<file path="src/rtl/sirq_pkg.sv">
package sirq_pkg;

    localparam logic [15:0] OFS_CTRL        = 16'h0000;
    localparam logic [15:0] OFS_SIGNAL      = 16'h0040;
    localparam logic [3:0]  TGT_PAGE        = 4'h1;
    localparam int unsigned FIRST_SHARED_ID = 32;
    localparam int unsigned PRIV_IDS        = 16;

    typedef enum logic [0:0] {
        LINE_IDLE = 1'b0,
        LINE_PEND = 1'b1
    } line_state_e;

    typedef enum logic [1:0] {
        RT_ALL  = 2'd0,
        RT_ONE  = 2'd1,
        RT_NONE = 2'd2
    } route_kind_e;

    function automatic route_kind_e classify(input logic [31:0] tgt, input int unsigned ncpu);
        if (!tgt[31]) begin
            return RT_ALL;
        end else if (32'(tgt[7:0]) < ncpu) begin
            return RT_ONE;
        end
        return RT_NONE;
    endfunction

endpackage

</file>
<file path="src/rtl/sirq_line.sv">
module sirq_line
    import sirq_pkg::*;
(
    input  logic clk,
    input  logic rst_n,
    input  logic src_i,
    input  logic clr_i,
    output logic pend_o
);

    line_state_e state_q, state_d;

    always_ff @(posedge clk or negedge rst_n) begin
        if (!rst_n) begin
            state_q <= LINE_IDLE;
        end else begin
            state_q <= state_d;
        end
    end

    always_comb begin
        state_d = state_q;
        unique case (state_q)
            LINE_IDLE: if (src_i) state_d = LINE_PEND;
            LINE_PEND: if (clr_i) state_d = LINE_IDLE;
            default:   state_d = LINE_IDLE;
        endcase
    end

    always_comb begin
        pend_o = (state_q == LINE_PEND);
    end

    AST_LINE_RAISE: assert property (@(posedge clk) disable iff (!rst_n)
        (!pend_o && src_i) |=> pend_o);
    AST_LINE_HOLD: assert property (@(posedge clk) disable iff (!rst_n)
        (pend_o && !clr_i) |=> pend_o);
    AST_LINE_DROP: assert property (@(posedge clk) disable iff (!rst_n)
        (pend_o && clr_i) |=> !pend_o);

endmodule

</file>
<file path="src/rtl/sirq_route.sv">
module sirq_route
    import sirq_pkg::*;
#(
    parameter int unsigned NUM_CPU = 4
) (
    input  logic [31:0]        tgt_i,
    output logic [NUM_CPU-1:0] cpu_mask_o
);

    logic unused_bits;
    assign unused_bits = ^tgt_i[30:8];

    always_comb begin
        unique case (classify(tgt_i, NUM_CPU))
            RT_ALL:  cpu_mask_o = '1;
            RT_ONE:  cpu_mask_o = NUM_CPU'(1) << tgt_i[7:0];
            default: cpu_mask_o = '0;
        endcase
    end

endmodule

</file>
<file path="src/rtl/sirq_regs.sv">
module sirq_regs
    import sirq_pkg::*;
#(
    parameter int unsigned NUM_CPU    = 4,
    parameter int unsigned NUM_SHARED = 32
) (
    input  logic                         clk,
    input  logic                         rst_n,
    input  logic                         wr_en,
    input  logic [15:0]                  wr_addr,
    input  logic [31:0]                  wr_data,
    output logic                         dist_en_o,
    output logic [31:0]                  tgt_o [NUM_SHARED],
    output logic [NUM_CPU*PRIV_IDS-1:0]  ipi_o
);

    localparam int unsigned IDX_W = 10;

    logic             hit_ctrl, hit_sig, hit_tgt;
    logic [IDX_W-1:0] tgt_idx;

    assign tgt_idx  = wr_addr[11:2];
    assign hit_ctrl = wr_en && (wr_addr == OFS_CTRL);
    assign hit_sig  = wr_en && (wr_addr == OFS_SIGNAL);
    assign hit_tgt  = wr_en && (wr_addr[15:12] == TGT_PAGE) && (wr_addr[1:0] == 2'b00)
                      && (32'(tgt_idx) < NUM_SHARED);

    always_ff @(posedge clk or negedge rst_n) begin
        if (!rst_n) begin
            dist_en_o <= 1'b0;
        end else if (hit_ctrl) begin
            dist_en_o <= wr_data[0];
        end
    end

    for (genvar k = 0; k < NUM_SHARED; k++) begin : g_tgt
        always_ff @(posedge clk or negedge rst_n) begin
            if (!rst_n) begin
                tgt_o[k] <= 32'h0;
            end else if (hit_tgt && (tgt_idx == IDX_W'(k))) begin
                tgt_o[k] <= wr_data;
            end
        end

        AST_TGT_KEEP: assert property (@(posedge clk) disable iff (!rst_n)
            !(hit_tgt && (tgt_idx == IDX_W'(k))) |=> $stable(tgt_o[k]));
    end

    for (genvar c = 0; c < NUM_CPU; c++) begin : g_ipi
        always_ff @(posedge clk or negedge rst_n) begin
            if (!rst_n) begin
                ipi_o[c*PRIV_IDS +: PRIV_IDS] <= '0;
            end else if (hit_sig && wr_data[8+c]) begin
                ipi_o[c*PRIV_IDS +: PRIV_IDS] <= PRIV_IDS'(1) << wr_data[3:0];
            end else begin
                ipi_o[c*PRIV_IDS +: PRIV_IDS] <= '0;
            end
        end

        AST_IPI_PULSE: assert property (@(posedge clk) disable iff (!rst_n)
            ((ipi_o[c*PRIV_IDS +: PRIV_IDS] != '0) && !hit_sig)
            |=> (ipi_o[c*PRIV_IDS +: PRIV_IDS] == '0));
    end

endmodule

</file>
<file path="src/rtl/shared_irq_router.sv">
module shared_irq_router
    import sirq_pkg::*;
#(
    parameter int unsigned NUM_CPU    = 4,
    parameter int unsigned NUM_SHARED = 32
) (
    input  logic                           clk,
    input  logic                           rst_n,
    input  logic                           wr_en,
    input  logic [15:0]                    wr_addr,
    input  logic [31:0]                    wr_data,
    input  logic [NUM_SHARED-1:0]          shr_src,
    input  logic                           cmpl_valid,
    input  logic [7:0]                     cmpl_id,
    output logic [NUM_CPU*NUM_SHARED-1:0]  shr_pend_o,
    output logic [NUM_CPU*PRIV_IDS-1:0]    ipi_o
);

    logic        dist_en;
    logic [31:0] tgt_w [NUM_SHARED];

    sirq_regs #(
        .NUM_CPU    (NUM_CPU),
        .NUM_SHARED (NUM_SHARED)
    ) i_regs (
        .clk       (clk),
        .rst_n     (rst_n),
        .wr_en     (wr_en),
        .wr_addr   (wr_addr),
        .wr_data   (wr_data),
        .dist_en_o (dist_en),
        .tgt_o     (tgt_w),
        .ipi_o     (ipi_o)
    );

    for (genvar k = 0; k < NUM_SHARED; k++) begin : g_line
        logic               clr, pend;
        logic [NUM_CPU-1:0] mask, seen;

        assign clr = cmpl_valid && (cmpl_id == 8'(FIRST_SHARED_ID + k));

        sirq_line i_line (
            .clk    (clk),
            .rst_n  (rst_n),
            .src_i  (shr_src[k]),
            .clr_i  (clr),
            .pend_o (pend)
        );

        sirq_route #(
            .NUM_CPU (NUM_CPU)
        ) i_route (
            .tgt_i      (tgt_w[k]),
            .cpu_mask_o (mask)
        );

        for (genvar c = 0; c < NUM_CPU; c++) begin : g_cpu
            assign shr_pend_o[c*NUM_SHARED + k] = dist_en && pend && mask[c];
            assign seen[c] = shr_pend_o[c*NUM_SHARED + k];
        end

        AST_SINGLE_CPU: assert property (@(posedge clk) disable iff (!rst_n)
            tgt_w[k][31] |-> $onehot0(seen));
        AST_NO_CPU: assert property (@(posedge clk) disable iff (!rst_n)
            (tgt_w[k][31] && (32'(tgt_w[k][7:0]) >= NUM_CPU)) |-> (seen == '0));
    end

    AST_GATE_OFF: assert property (@(posedge clk) disable iff (!rst_n)
        !dist_en |-> (shr_pend_o == '0));

endmodule

</file>
<file path="config.mk">
export PLATFORM = sky130hd
export DESIGN_NAME = shared_irq_router
export DESIGN_NICKNAME = d
export VERILOG_FILES = /design/src/rtl/sirq_pkg.sv /design/src/rtl/sirq_line.sv /design/src/rtl/sirq_route.sv /design/src/rtl/sirq_regs.sv /design/src/rtl/shared_irq_router.sv
export SDC_FILE = /design/constraint.sdc
export NUM_CORES = 1
export LEC_CHECK = 0
export ABC_AREA = 0
export BUFFER_PORTS_ARGS = -buffer_cell sky130_fd_sc_hd__buf_2
export CAP_MARGIN = 30
export CORE_MARGIN = 5
export CORE_UTILIZATION = 60
export DETAILED_ROUTE_END_ITERATION = 8
export PLACE_DENSITY = 0.85
export REMOVE_ABC_BUFFERS = 1
export SLEW_MARGIN = 20
export SYNTH_ARGS = -nofsm -noshare
export SYNTH_HDL_FRONTEND = slang
export SYNTH_SLANG_ARGS = --single-unit
export TNS_END_PERCENT = 1
</file>
<file path="constraint.sdc">
create_clock -name clk -period 2.51 [get_ports clk]
set_clock_uncertainty 0.1 [all_clocks]
set_input_delay 0.1255 -clock clk [delete_from_list [all_inputs] [get_ports clk]]
set_output_delay 0.1255 -clock clk [all_outputs]
set_load 0.02 [all_outputs]
</file>
### After elaboration in Yosys (flattened, before gate mapping)

Index checks and enable logic that the tools add are counted.

* logic and storage cells: 824
* bits of input ports: 92
* register bits after elaboration: 1121

* shift operators: 33
* order comparisons: 33
* mux-type cells: 292
* reductions and logical operators: 268
* equal/unequal tests: 97
* bitwise logic cells: 32

Operators with widths (number)
* == test 8 x 6 -> 1 bit, second input constant: 32
* < comparator 8 x 3 -> 1 bit, second input constant: 32
* one-hot mux 4 bit (2 select lines): 32
* << shifter 1 x 8 -> 4 bit, first input constant: 32
* logical AND 1 bit: 233
* two-way mux 2 bit: 96
* == test 10 x 5 -> 1 bit, second input constant: 16
* two-way mux 1 bit: 128
* == test 10 x 4 -> 1 bit, second input constant: 8
* logical NOT 2 bit: 33
* == test 2 x 1 -> 1 bit, second input constant: 32
* two-way mux 16 bit: 4
* one-hot mux 1 bit (2 select lines): 32
* == test 10 x 3 -> 1 bit, second input constant: 4
* NOT 1 bit: 32
* == test 10 x 2 -> 1 bit, second input constant: 2
* == test 16 x 7 -> 1 bit, second input constant: 1
* logical NOT 16 bit: 1
* << shifter 1 x 4 -> 16 bit, first input constant: 1
* == test 10 x 1 -> 1 bit, second input constant: 1
* logical NOT 10 bit: 1
* < comparator 10 x 6 -> 1 bit, second input constant: 1
* == test 4 x 1 -> 1 bit, second input constant: 1

### Depth between registers and ports, before layout

Gate-level depths: netlist (run 1).

* depth after elaboration: 7
* depth in mapped cells: 6
* gate-level depth less buffers: 4

### Hierarchy

A second synthesis (run 1) with hierarchy kept.

* cell total of the unflattened synthesis: 3034
* area total of the unflattened synthesis: 45323.5 um2

By module, submodules not included
* sirq_regs: cells each 2486, area each 40898.0 um2, instances 1
* sirq_route: cells each 8, area each 60.1 um2, instances 32
* shared_irq_router: cells each 196, area each 1262.5 um2, instances 1
* sirq_line: cells each 3, area each 38.8 um2, instances 32

### Worst setup path after synthesis (run 1)

Ideal clock, no wire load.

* kind: in2reg
* start point: in wr_addr[1]
* end point: reg i_regs.tgt_o[127] (netlist bit)
* library setup time: 0.125 ns
* arrival: 2.117 ns
* setup slack: 0.168 ns
* cell stages on the path: 6
* cells stage by stage: or4b_1 -> buf_2 -> or4_1 -> buf_2 -> nor3_4 -> mux2_2

* word-level cells in the longest chain between the ends: 4

Ends and longest elaborated chain
* from (decl): RTL line shared_irq_router.sv:10 `input logic [15:0] wr_addr,`
* logical NOT 2 bit: RTL line sirq_regs.sv:25 `assign hit_tgt = wr_en && (wr_addr[15:12] == TGT_PAGE) && (wr_addr[1:0] == 2'b00)`
* logical AND 1 bit: RTL line sirq_regs.sv:25
* logical AND 1 bit: RTL line sirq_regs.sv:26 `&& (32'(tgt_idx) < NUM_SHARED);`
* logical AND 1 bit: RTL line sirq_regs.sv:40 `end else if (hit_tgt && (tgt_idx == IDX_W'(k))) begin`
* to (signal, indexed assignment): RTL line sirq_regs.sv:41 `tgt_o[k] <= wr_data;`
* to (decl): RTL line sirq_regs.sv:13 `output logic [31:0] tgt_o [NUM_SHARED],`

No other way between the ends.
A chain may end at the register's enable or synchronous reset.

### Worst setup path in the final report (run 1)

* start point: reg i_regs.tgt_o[453] (netlist bit)
* end point: out shr_pend_o[17]

* word-level cells in the longest chain between the ends: 7

Ends and longest elaborated chain
* < comparator 8 x 3 -> 1 bit: RTL line sirq_pkg.sv:23 `end else if (32'(tgt[7:0]) < ncpu) begin`
* two-way mux 1 bit: RTL line sirq_pkg.sv:23
* two-way mux 1 bit: RTL line sirq_pkg.sv:21 `if (!tgt[31]) begin`
* two-way mux 2 bit: RTL line sirq_pkg.sv:26 `return RT_NONE;`
* == test 2 x 1 -> 1 bit or logical NOT 2 bit (tied branches): RTL line sirq_route.sv:14 `unique case (classify(tgt_i, NUM_CPU))`
* one-hot mux 4 bit (2 select lines) (*): RTL line sirq_route.sv:14
* logical AND 1 bit (*): RTL line shared_irq_router.sv:58 `assign shr_pend_o[c*NUM_SHARED + k] = dist_en && pend && mask[c];`
* to (decl): RTL line shared_irq_router.sv:15 `output logic [NUM_CPU*NUM_SHARED-1:0] shr_pend_o,`

Mark *: on every way between the ends. The rest lies on a longest branch, timed or not.

==> summary.txt, run 1 <==
Critical path
  – Worst-path cell chain: nor4_2 -> nor3b_2 -> buf_4 -> or3b_2 -> a21oi_2 -> buf_4
  – Crit start category: register
  – Critical Path Fanout Max: 4
  – Crit path DAT: 2.39 ns
  – Crit-path slowest cell: or3b_2
  – Crit Path Class: reg2out
  – CP Capture Type: primary output
  – Crit path largest cell delay: 0.45 ns
  – Req. time, crit path: 2.28 ns
  – Worst Path Buf+Inv: 2
  – Most Frequent Cell on Critical Path: buf_4
  – Delay-heaviest family, CP: simple AND/OR/NAND/NOR gates

Die
  – Num rows: 60
  – DIE HEIGHT: 175 µm
  – CORE AREA: about 27000 µm²
  – Die extent in x: ~180 µm
  – # IOs: 284
  – Starting density of the core: 61.0%
  – DIE AREA: 30800 µm²

CTS
  – Cts bufs inserted: 39
  – CTS max path bufs: 3
  – Clk sinks: roughly 390
  – Clk slew on worst S/H paths: 0.06 ns
  – Clk Latency, worst-skew pair: 0.52 ns
  – TritonCTS clock tree: yes
  – H-Tree Depth: 2
  – CTS root buf: clkbuf_16

Drt
  – Initial DRT Pass Iterations: 6
  – Via density: ~6.2
  – Final ANT Viol Nets: 0
  – Iteration-0 DRC Markers: 969
  – DR DRC count: 0
  – Drt wl/cell: 23.1 µm
  – Final WL: roughly 48000 µm
  – Via count: 12781

Synthesis
  – Post-synthesis sequential area ratio: 58.6%
  – Top cells by area, synth: dfrtp_1 (59%), mux2_2 (20%), a21oi_1 (3.8%)
  – Post-synth cell types: 35
  – Synthesized area: 16400 µm²
  – Top-area cell type share of the netlist area: 58.6%
  – Post-Syn Area per Cell: 12.3 µm²
  – Seq cells post-synth: just under 400
  – Synth Instances: 1336
  – Cell taking the most area after synthesis: dfrtp_1
  – Synth warnings: 0

Placement
  – RD Place Congestion: 0.912
  – Setup WS pre-CTS: -0.0110 ns
  – Dpl hpwl: 30300 µm
  – Dpl cell area: 18500 µm²
  – I/O Buffers: 264

Layout
  – Nets: 1777
  – Area delta synth->final: 25.7%
  – Filler cells: 1530
  – Post-route cell area: a little over 20000 µm²
  – Layout cells sized above 1: between 40 and 50%

STA
  – RSZ-0062 raised after global routing: yes
  – Final Hold Fails: 0
  – Tmin final: 2.62 ns
  – Setup TNS: -0.159 ns
  – Final setup vio count: 2
  – Slew @ Worst Pin: 0.896 ns
  – Max-slew headroom: 40.3%
  – Post-route setup slack: -0.107 ns
  – Pins Over Slew Limit: 0
  – Fmax: 382 MHz
  – Final period utilization: 104%

Global route
  – Aggregate global routing overflow: 0
  – GR Util met1: 38.5%
  – Initial antenna violation count: 7
  – Vias in the first global route: 13520
  – Global-route wire length before repair: ~74000 µm
  – Met3 Usage GRT: 6.46%
  – Largest net degree at the start of global routing: 83
  – GRT Total Usage: 30.3%
  – Grt peak-use layer: met2
  – Met2 GRT Util: 51.4%

Power and ir drop
  – Maximum VDD drop: around 0.45 mV
  – LEAKAGE: 10.7 nW
  – PwrDens: 625 nW/µm²

Outcome
  – Status: complete, but fails checks
  – Failing checks: negative setup slack

Worst hold path
  – HP Class: in2reg

Flow run
  – Max-cap viol count: 0
==> report_power, final <==
part / switching (W) / internal, W
registers: 0.00000341 / 0.00621
logic: 0.000336 / 0.000131
clock network: 0.00237 / 0.00386
==> cell usage after synthesis (all sizes together) <==
library cell  count
nand3            19
nor3              6
a21oi           126
and2              2
nor2b             7
or4               7
nor3b             6
dfrtp           385
nand4bb           1
o31ai             2
nor2            143
or3b              6
nand3b           12
nand2            92
o21a              2
nand2b           10
a31oi            32
buf               4
inv               1
clkbuf           43
nand4            26
nor4b             1
mux2            289
nor4             37
or4b              2
nand4b           49
or3              24
or2               2
==> worst reg2reg max path, cell delays in order (launching register included) <==
cell and delay (ns):
dfrtp_1 0.40, nor2_1 0.15, a31oi_1 0.07, dlygate4sd3_1 0.60
==> path summary, 6_finish.rpt <==
path,from,to,slack (ns),cells after the start
worst max register to register,g_line[24].i_line.pend_o,g_line[24].i_line.pend_o,1.08,3
min in group asynchronous,rst_n,i_regs.tgt_o[129],0.08,2
worst min-delay path,wr_data[2],i_regs.tgt_o[962],0.05,2
max in group asynchronous,rst_n,i_regs.tgt_o[32],1.39,3
worst max-delay path,i_regs.tgt_o[453],shr_pend_o[17],-0.11,6
worst min register to register,g_line[6].i_line.pend_o,g_line[6].i_line.pend_o,0.38,1
==> registers in the layout, summed over array words and instances, names as in the netlist <==
register / cells
g_line.i_line.pend_o: 32
i_regs.dist_en_o: 1
i_regs.ipi_o: 64
i_regs.tgt_o: 288
==> kinds of logic (layout without fill, tap and decap cells) <==
group	after synthesis	after routing	share of synthesized area [%]
simple gates	452	452	15.2
flops	385	385	58.6
mux	289	289	19.8
compound gates	162	162	5.24
buf+inv	48	426	1.14
other cells	0	3	0
==> per-layer routing <==
layer	up-vias	wire length [µm]
li1	5587	-
met1	6424	18300
met2	614	23500
met3	148	3850
met4	8	1870
met5	-	57
==> layout by cell type (no fill, tap or decap), drive strengths merged, types with 7 or more instances in the layout <==
cell	synthesis	routed
dlygate4sd3	0	39
or4	7	7
nand2b	10	10
nand3	19	19
nand4b	49	49
dfrtp	385	385
a21oi	126	126
nand2	92	92
a31oi	32	32
nor2	143	143
clkbuf	43	62
nor4	37	37
mux2	289	289
nor2b	7	7
nand3b	12	12
nand4	26	26
or3	24	24
buf	4	316
==> final cells by class <==
type                            instances  area [µm²]  share of cell area [%]
Timing Repair Buffer                  355        2220                    10.8
Multi-Input combinational cell        903        6960                    33.7
Tap cell                              341         427                    2.07
Clock inverter                          8         169                   0.818
Clock buffer                           62        1220                    5.93
Inverter                                1        3.75                  0.0182
Antenna cell                            3        7.51                  0.0364
Sequential cell                       385        9630                    46.7
==> through the flow <==
stage	utilization, %	power, W	instances	hold slack [ns]
floorplan	-	0.00638	1289	-0.270
global placement	68.5	0.00673	1944	0.0552
detailed placement	68.5	0.00674	1944	0.0619
CTS	75.9	0.0129	2055	0.0244
global route	76.6	0.0133	2058	0.0301
finish	76.6	0.0129	2058	0.0509
==> what timing repair did <==
| action | in CTS | in global routing |
|---|---|---|
| buffers inserted | 2 | 0 |
| pin swaps | 2 | 3 |
| hold buffers | 39 | 0 |
| setup endpoints to repair | 22 | 32 |
| resized for setup | 37 | 31 |
| endpoints found under the hold margin | 125 | 0 |
No activity file was read; power rests on OpenSTA's default activity.
==> inputs of run 2 (changes only) <==
--- a/config.mk
+++ b/config.mk
@@ -12,7 +12,6 @@
 export CORE_UTILIZATION = 60
 export DETAILED_ROUTE_END_ITERATION = 8
 export PLACE_DENSITY = 0.85
-export REMOVE_ABC_BUFFERS = 1
 export SLEW_MARGIN = 20
 export SYNTH_ARGS = -nofsm -noshare
 export SYNTH_HDL_FRONTEND = slang
==> run 2 against run 1 <==
Effect of this change: the flow still finishes with violations (negative setup slack); sequential share of layout area up 0.41 points; wire length down 2.3%; clock-buffer cell count is 8 lower; cell area decreased by 0.86%; combinational power is essentially flat; critical path depth decreased by 1; register-to-register slack worse by 0.05 ns; largest cell class unchanged; highest routed layer unchanged.
==> summary.txt, run 2 (synthesis gave the netlist of run 1 again) <==
Drt
  – DR DRC count: 0 (unchanged)
  – Initial DRT Pass Iterations: 5 (-1)
  – Final ANT Viol Nets: 0 (unchanged)
  – Via count: 12962 (+1.4%)
  – Iteration-0 DRC Markers: 932 (-3.8%)
  – Drt wl/cell: 22.6 µm (-2.3%)
  – Via density: 6.30 (+1.4%)
  – Final WL: 46500 µm (-2.3%)

Critical path
  – Worst-path cell chain: nor4_2 -> nor3b_4 -> or3b_2 -> a21oi_1 -> buf_2
  – Req. time, crit path: 2.28 ns (about the same)
  – Critical Path Fanout Max: 4 (unchanged)
  – Crit Path Class: reg2out
  – Crit start category: register
  – Worst R2R Setup Slack: 1.03 ns (-0.05 ns)
  – Delay-heaviest family, CP: simple AND/OR/NAND/NOR gates
  – Crit path DAT: 2.34 ns (-0.05 ns)
  – Crit-path slowest cell: or3b_2
  – Crit path largest cell delay: 0.47 ns (+0.02 ns)
  – CP Capture Type: primary output
  – Worst Path Buf+Inv: 1 (-1)

Power and ir drop
  – LEAKAGE: 10.6 nW (-0.95%)
  – Maximum VDD drop: 0.408 mV (-10%)
  – PwrDens: 603 nW/µm² (-3.6%)

Layout
  – Most frequent cells in the layout: dfrtp_1 (384), mux2_2 (286), buf_2 (258)
  – Area delta synth->final: 24.6%
  – Largest Register: i_regs.tgt_o
  – Filler cells: 1576 (+3.0%)
  – Commonest non-fill, non-tap cell in the layout: dfrtp_1
  – Nets: 1782 (+0.28%)
  – Multi-input logic area: 6900 µm² (-0.92%)
  – Max reg flops: 288 (unchanged)
  – Layout cells sized above 1: 42.6% (-0.77 points)
  – Post-route cell area: 20500 µm² (-0.86%)
  – Register area: 9640 µm² (about the same)

Worst hold path
  – HP Class: in2reg

STA
  – Final setup vio count: 4 (+2)
  – Setup TNS: -0.112 ns (+0.0465 ns)
  – RSZ-0062 raised after global routing: yes
  – Tmin final: 2.57 ns (-0.0482 ns)
  – Slew @ Worst Pin: 0.916 ns (+0.0205 ns)
  – Final Hold Fails: 0 (unchanged)
  – Final period utilization: 102% (-1.9 points)
  – Fmax: 389 MHz (+1.9%)
  – Pins Over Slew Limit: 0 (unchanged)
  – Post-route setup slack: -0.0586 ns (+0.0482 ns)
  – Max-slew headroom: 38.9% (-1.4 points)

CTS
  – Clk sinks: 385 (unchanged)
  – H-Tree Depth: 2 (unchanged)
  – CTS max path bufs: 3 (unchanged)
  – Cts bufs inserted: 38 (-2.6%)
  – CTS root buf: clkbuf_16
  – Clk slew on worst S/H paths: 0.06 ns (about the same)
  – Clk Latency, worst-skew pair: 0.52 ns (about the same)
  – TritonCTS clock tree: yes

Global route
  – Met2 GRT Util: 49.4% (-2.0 points)
  – Aggregate global routing overflow: 0 (unchanged)
  – GRT Total Usage: 29.6% (-0.69 points)
  – Largest net degree at the start of global routing: 77 (-7.2%)
  – Global-route wire length before repair: 72600 µm (-1.8%)
  – Met3 Usage GRT: 5.34% (-1.1 points)
  – GR Util met1: 38.2% (-0.28 points)
  – Grt peak-use layer: met2
  – Vias in the first global route: 13251 (-2.0%)
  – Initial antenna violation count: 6 (-1)

Outcome
  – Status: complete, but fails checks
  – Failing checks: negative setup slack

Die
  – DIE HEIGHT: 175 µm (unchanged)
  – DIE AREA: 30800 µm² (unchanged)
  – # IOs: 284 (unchanged)
  – CORE AREA: 27000 µm² (unchanged)
  – Num rows: 60 (unchanged)
  – Starting density of the core: 61.0% (unchanged)
  – Die extent in x: 175 µm (unchanged)

Placement
  – Dpl cell area: 18400 µm² (-0.19%)
  – Dpl hpwl: 29400 µm (-2.9%)
  – RD Place Congestion: 0.825 (-9.6%)
  – I/O Buffers: 264 (unchanged)

Flow run
  – Max-cap viol count: 0 (unchanged)

Synthesis
  – Syn nets: 1428
-- run 2: cell types whose count changed in the layout (fill, tap and decap cells not counted), moves of 3 or more --
| cell | change |
|---|---|
| nor4_2 | +4 |
| nor4_4 | -5 |
| dlygate4sd3_1 | +10 |
| clkbuf_8 | -5 |
| or3b_4 | -3 |
| buf_4 | -5 |
| or3b_2 | +3 |
-- run 2: worst register-to-register path, delay by kind of cell (launching register included) --
family,cells,cell delay (ns)
compound gates,1,0.06
flops,1,0.45
simple gates,1,0.17
buf+inv,1,0.60
-- run 2: layout make-up --
type                            instances  share of cell area (%)
Antenna cell                            5                  0.0611
Tap cell                              341                    2.08
Timing Repair Buffer                  361                    11.1
Clock buffer                           54                    5.39
Multi-Input combinational cell        903                    33.7
Clock inverter                          8                   0.581
Inverter                                1                  0.0183
Sequential cell                       385                    47.1
-- run 2: timing repair --
item / in CTS / in global routing
setup endpoints to repair: 21 / 48
gates resized for setup: 30 / 26
setup buffers: 1 / 0
hold endpoints to repair: 279 / 0
hold buffers: 49 / 0
pin swaps: 0 / 4
-- run 2: through the flow --
stage	total power, W	setup slack, ns	util (%)	hold WS (ns)	instances
6_report	0.0123	-0.0586	76.0	0.00380	2058
3_5_place_dp	0.00674	-0.0296	68.4	0.0442	1941
4_1_cts	0.0124	-0.0652	75.4	0.000859	2053
2_1_floorplan	0.00643	0.168	-	-0.270	1336
5_1_grt	0.0127	-0.143	75.9	0.0503	2057
3_3_place_gp	0.00673	0.00326	68.4	0.0358	1941
-- run 2: report_power, final --
part           leakage, nW  internal, W  switching [W]  total, W
Sequential            5.21      0.00621     0.00000367   0.00621
Combinational         4.76     0.000134       0.000332  0.000466
Clock                0.603      0.00335        0.00231   0.00566
-- run 2: path summary, 6_finish.rpt --
path,from,endpoint,cells after the start
max,i_regs.tgt_o[453],shr_pend_o[17],5
min,cmpl_id[3],g_line[9].i_line.pend_o,4
max reg2reg,g_line[17].i_line.pend_o,g_line[17].i_line.pend_o,3
min reg2reg,i_regs.tgt_o[71],i_regs.tgt_o[71],1
max in group asynchronous,rst_n,i_regs.ipi_o[46],3
min in group asynchronous,rst_n,i_regs.tgt_o[447],2
-- run 2: metal layers --
layer,wire length [µm],vias up
met4,2210,4
li1,-,5588
met1,18400,6566
met2,22700,625
met5,25,-
met3,3110,179
